<file path="src/rtl/irqc_pkg.sv">
package irqc_pkg;

    typedef enum logic [1:0] {
        GRP_NORM = 2'd0,
        GRP_EXT  = 2'd1,
        GRP_ERR  = 2'd2
    } grp_e;

    // reg_addr[3:2]: 0 selects pending registers, 1..3 select mask banks hi/mid/lo
    localparam logic [1:0] BANK_STATUS = 2'd0;

    localparam int NUM_GRP = 3;
    localparam int NUM_LVL = 3;

endpackage

</file>
<file path="src/rtl/irqc_status.sv">
module irqc_status #(
    parameter int SRC_W   = 32,
    parameter int IDX_W   = 8,
    parameter bit CPU_CLR = 1'b1
) (
    input  logic             clk,
    input  logic             rst_n,
    input  logic             set_en,
    input  logic [IDX_W-1:0] set_idx,
    input  logic             clr_wr,
    input  logic [SRC_W-1:0] clr_data,
    input  logic             cancel_en,
    input  logic [IDX_W-1:0] cancel_idx,
    output logic [SRC_W-1:0] stat_o
);

    logic [SRC_W-1:0] stat_d, stat_q;
    logic [SRC_W-1:0] set_vec, cancel_vec, clr_vec;

    always_comb begin
        for (int i = 0; i < SRC_W; i++) begin
            set_vec[i]    = set_en    && (set_idx    == IDX_W'(i));
            cancel_vec[i] = cancel_en && (cancel_idx == IDX_W'(i));
        end
    end

    generate
        if (CPU_CLR) begin : g_cpu_clear
            assign clr_vec = (clr_wr ? clr_data : '0) | cancel_vec;
        end else begin : g_src_clear
            logic unused_wr;
            assign unused_wr = clr_wr ^ (^clr_data);
            assign clr_vec   = cancel_vec;
        end
    endgenerate

    // raise applied after clear so a same-cycle event survives
    always_comb begin
        stat_d = (stat_q & ~clr_vec) | set_vec;
    end

    always_ff @(posedge clk or negedge rst_n) begin
        if (!rst_n) stat_q <= '0;
        else        stat_q <= stat_d;
    end

    assign stat_o = stat_q;

endmodule

</file>
<file path="src/rtl/irqc_level_eval.sv">
module irqc_level_eval #(
    parameter int SRC_W = 32,
    parameter int N_GRP = 3
) (
    input  logic [N_GRP-1:0][SRC_W-1:0] stat_i,
    input  logic [N_GRP-1:0][SRC_W-1:0] mask_i,
    output logic                        hit_o
);

    logic [N_GRP-1:0] grp_hit;

    generate
        for (genvar g = 0; g < N_GRP; g++) begin : g_grp
            assign grp_hit[g] = |(stat_i[g] & mask_i[g]);
        end
    endgenerate

    assign hit_o = |grp_hit;

endmodule

</file>
<file path="src/rtl/irqc_readmux.sv">
module irqc_readmux #(
    parameter int SRC_W  = 32,
    parameter int N_GRP  = 3,
    parameter int N_LVL  = 3,
    parameter int ADDR_W = 4
) (
    input  logic [ADDR_W-1:0]                      addr,
    input  logic [N_GRP-1:0][SRC_W-1:0]            stat_i,
    input  logic [N_LVL-1:0][N_GRP-1:0][SRC_W-1:0] mask_i,
    output logic [SRC_W-1:0]                       rdata
);
    import irqc_pkg::*;

    logic [1:0] bank;
    logic [1:0] slot;
    logic [SRC_W-1:0] norm_view;

    assign bank = addr[3:2];
    assign slot = addr[1:0];

    always_comb begin
        norm_view            = stat_i[GRP_NORM];
        norm_view[SRC_W-2]   = |stat_i[GRP_EXT];
        norm_view[SRC_W-1]   = |stat_i[GRP_ERR];
    end

    always_comb begin
        rdata = '0;
        if (bank == BANK_STATUS) begin
            case (slot)
                2'd0:    rdata = norm_view;
                2'd1:    rdata = stat_i[GRP_EXT];
                2'd2:    rdata = stat_i[GRP_ERR];
                default: rdata = '0;
            endcase
        end else if (int'(slot) < N_GRP) begin
            rdata = mask_i[int'(bank) - 1][slot];
        end
    end

endmodule

</file>
<file path="src/rtl/irq_mask_ctrl.sv">
module irq_mask_ctrl #(
    parameter int SRC_W  = 32,
    parameter int ID_W   = 16,
    parameter int IDX_W  = 8,
    parameter int ADDR_W = 4
) (
    input  logic              clk,
    input  logic              rst_n,
    input  logic              raise_valid,
    input  logic [ID_W-1:0]   raise_id,
    input  logic              cancel_valid,
    input  logic [IDX_W-1:0]  cancel_idx,
    input  logic              reg_wr,
    input  logic [ADDR_W-1:0] reg_addr,
    input  logic [SRC_W-1:0]  reg_wdata,
    output logic [SRC_W-1:0]  reg_rdata,
    output logic              irq_hi,
    output logic              irq_mid,
    output logic              irq_lo
);
    import irqc_pkg::*;

    localparam int N_GRP = NUM_GRP;
    localparam int N_LVL = NUM_LVL;
    localparam int GRP_W = ID_W - IDX_W;

    typedef struct packed {
        logic [N_LVL-1:0][N_GRP-1:0][SRC_W-1:0] mask;
        logic [N_LVL-1:0]                       lvl;
    } state_t;

    state_t state_d, state_q;

    logic [GRP_W-1:0] raise_grp;
    logic [IDX_W-1:0] raise_idx;
    logic [N_GRP-1:0][SRC_W-1:0] stat_q;
    logic [N_LVL-1:0][N_GRP-1:0][SRC_W-1:0] mask_q;
    logic [N_LVL-1:0] lvl_hit;

    assign raise_grp = raise_id[ID_W-1:IDX_W];
    assign raise_idx = raise_id[IDX_W-1:0];
    assign mask_q    = state_q.mask;

    generate
        for (genvar g = 0; g < N_GRP; g++) begin : g_stat
            irqc_status #(
                .SRC_W  (SRC_W),
                .IDX_W  (IDX_W),
                .CPU_CLR(g != int'(GRP_EXT))
            ) u_stat (
                .clk       (clk),
                .rst_n     (rst_n),
                .set_en    (raise_valid && (raise_grp == GRP_W'(g))),
                .set_idx   (raise_idx),
                .clr_wr    (reg_wr && (reg_addr == ADDR_W'(g))),
                .clr_data  (reg_wdata),
                .cancel_en (cancel_valid && (g == int'(GRP_EXT))),
                .cancel_idx(cancel_idx),
                .stat_o    (stat_q[g])
            );
        end

        for (genvar l = 0; l < N_LVL; l++) begin : g_lvl
            irqc_level_eval #(
                .SRC_W(SRC_W),
                .N_GRP(N_GRP)
            ) u_eval (
                .stat_i(stat_q),
                .mask_i(state_q.mask[l]),
                .hit_o (lvl_hit[l])
            );
        end
    endgenerate

    always_comb begin
        state_d = state_q;
        for (int l = 0; l < N_LVL; l++) begin
            for (int g = 0; g < N_GRP; g++) begin
                if (reg_wr && reg_addr[3:2] == 2'(l + 1) && reg_addr[1:0] == 2'(g)) begin
                    state_d.mask[l][g] = reg_wdata;
                end
            end
        end
        state_d.lvl = lvl_hit;
    end

    always_ff @(posedge clk or negedge rst_n) begin
        if (!rst_n) state_q <= '0;
        else        state_q <= state_d;
    end

    irqc_readmux #(
        .SRC_W (SRC_W),
        .N_GRP (N_GRP),
        .N_LVL (N_LVL),
        .ADDR_W(ADDR_W)
    ) u_rd (
        .addr  (reg_addr),
        .stat_i(stat_q),
        .mask_i(mask_q),
        .rdata (reg_rdata)
    );

    assign irq_hi  = state_q.lvl[0];
    assign irq_mid = state_q.lvl[1];
    assign irq_lo  = state_q.lvl[2];

endmodule

</file>
<file path="config.mk">
export PLATFORM = sky130hd
export DESIGN_NAME = irq_mask_ctrl
export DESIGN_NICKNAME = d
export VERILOG_FILES = /design/src/rtl/irqc_pkg.sv /design/src/rtl/irqc_status.sv /design/src/rtl/irqc_level_eval.sv /design/src/rtl/irqc_readmux.sv /design/src/rtl/irq_mask_ctrl.sv
export SDC_FILE = /design/constraint.sdc
export NUM_CORES = 1
export LEC_CHECK = 0
export ABC_CLOCK_PERIOD_IN_PS = 3900
export BUFFER_PORTS_ARGS = -buffer_cell sky130_fd_sc_hd__buf_4
export CORE_MARGIN = 10
export CORE_UTILIZATION = 55
export DETAILED_ROUTE_END_ITERATION = 16
export PLACE_DENSITY = 0.73
export SLEW_MARGIN = 20
export SYNTH_ARGS = -nofsm -noshare
export SYNTH_HDL_FRONTEND = slang
export SYNTH_HIERARCHICAL = 1
export SYNTH_SLANG_ARGS = --single-unit
</file>
<file path="constraint.sdc">
create_clock -name clk -period 3.9 [get_ports clk]
set_input_delay 0.78 -clock clk [delete_from_list [all_inputs] [get_ports clk]]
set_output_delay 0.78 -clock clk [all_outputs]
set_load 0.05 [all_outputs]
</file>
==> impl_metrics.csv <==
group,metric,value,unit
outcome,status,"finished with violations",
outcome,violations,"max-slew violations",
critical_path,crit_fanout,6,
final_layout,drive_gt1_frac,0.3264,
routing,vias,18570,
timing,clock.fmax,259.9,MHz
cts,clk_pin_slew,0.06,ns
power_and_ir_drop,power.density,508.5,nW/um^2
routing,wl_per_cell,37.33,um
cts,cts.repair.resized,0,
timing,fin_skew,0.01168,ns
final_layout,final-seq-area,9684,um^2
placement,numPortBuffers,99,
die,core,37580,um^2
die,ios,100,
power_and_ir_drop,ir_drop,0.4782,mV
routing,drc_errors,0,
routing,dr.pass1.iters,6,
cts,root_buffer,"clkbuf_16",
routing,viasPerCell,7.631,
grt,antenna_found_initial,2,
grt,grtUsageTotal,0.3823,
critical_path,critPathArrivalTime,3.07,ns
placement,hpwl,65130,um
routing,drtIter0Drc,3049,
cts,post-cts-setup-buffer-count,0,
grt,grt_pass1_wl,130500,um
placement,preCtsSetupSlack,0.3230,ns
yosys,syn_area,20940,um^2
routing,routed_wl,90830,um
routing,ant_nets,0,
final_layout,syn2layout_area_growth,14.18,%
timing,timing.final.max_slew_violations,50,
timing,whs,0.2667,ns
die,die_w,215.1,um
cts,cts_tree,"yes",
cts,cts_num_sinks,387,
power_and_ir_drop,leakage,9.874,nW
die,die_h,215.1,um
cts,ctsHoldBuffers,0,
grt,grt_use_met1,0.5048,
timing,post-route-period-util,0.9867,
grt,busiest_layer,"met2",
min_path,hold_path_class,"in2async",
cts,clock_path_buffers,3,
final_layout,num-fill-cells,3030,
cts,clk_latency,0.59,ns
timing,setup_ws,0.05186,ns
final_layout,final_common_cell,"dfrtp_1",
cts,numCtsBuffers,43,
critical_path,worstRegToRegCells,5,
yosys,avgSynthCellArea,11.59,um^2
grt,gr-total-overflow,0,
cts,htreeDepth,2,
critical_path,path_class,"reg2out",
die,initial_core_util,0.5574,
timing,finalSetupTns,0,ns
die,die_area,46290,um^2
timing,finalSetupViolCount,0,
grt,grt.met2_usage,0.5482,
die,rows,71,
timing,slew_headroom,-0.5277,
yosys,yosys_warnings,6,
timing,final_hold_viol_count,0,
critical_path,cp-start-kind,"register",
timing,period_minus_slack,3.848,ns
flow_run,drv_cap,0,
timing,rsz0062_at_grt,"no",
placement,routabilityCongestion,1.056,
grt,first_global_vias,18060,
timing,worstMarginPinSlew,2.286,ns
critical_path,required,3.12,ns
final_layout,layout_common_cells,"387 x dfrtp_1, 313 x mux2_2, 132 x buf_4",
grt,use_met3,0.1212,
yosys,synthCells,1807,
grt,grt_start_max_net_pins,99,
final_layout,final_nets,1958,
critical_path,worstSetupEndpointType,"output pin",
final_layout,multi_input_area,10820,um^2
==> area by class of cell <==
class,count,share of cell area
clock inverters,11,0.005703
clock buffers,63,0.05368
multi-input cells,1306,0.4525
inverters,5,0.0007848
flip-flops and latches,387,0.4050
diodes,1,0.0001046
repair buffers,149,0.05546
well taps,511,0.02674
==> per-layer routing <==
metal | up-vias | routed length (um)
met5 | - | 10
met1 | 9425 | 34010
met3 | 341 | 12510
met4 | 2 | 6075
li1 | 7229 | -
met2 | 1570 | 38230
==> power by group <==
group          internal [W]  switching, W  leakage [nW]
logic               0.00113       0.00121          4.28
clock network       0.00247       0.00173         0.700
registers           0.00473      0.000898          4.90
==> flip-flops by register name, summed over array words and instances, names as in the netlist <==
signal and flops:
g_stat.u_stat/stat_o 96, irq_lo 1, mask_q 288, irq_hi 1, irq_mid 1
==> critical path: stages (launching register included) <==
cell and delay, ns:
dfrtp_1 0.52, nor4_1 0.66, nand4_1 0.34, nor2_1 0.30, nor2_1 0.09, o32a_1 0.38, buf_4 0.21
==> worst paths after layout <==
path | endpoint | slack [ns] | from
hold reg to reg | mask_q[97] | 0.53 | mask_q[97]
hold / removal | mask_q[204] | 0.27 | rst_n
setup / recovery | reg_rdata[30] | 0.05 | g_stat[1].u_stat/stat_o[16]
min in group clk | mask_q[198] | 0.52 | reg_wdata[6]
setup reg to reg | irq_mid | 1.26 | g_stat[1].u_stat/stat_o[0]
max in group asynchronous | mask_q[77] | 2.75 | rst_n
==> metrics by stage <==
| stage | util | instance area, um^2 | total power, W | instances |
|---|---|---|---|---|
| after floorplan | - | 20960 | 0.006754 | 1810 |
| after global placement | 0.5983 | 22480 | 0.007840 | 2358 |
| after detailed placement | 0.5985 | 22490 | 0.007917 | 2358 |
| after CTS | 0.6363 | 23910 | 0.01208 | 2432 |
| after global routing | 0.6363 | 23910 | 0.01251 | 2432 |
| final | 0.6364 | 23910 | 0.01216 | 2433 |
Power figures use the tool's default switching activity.
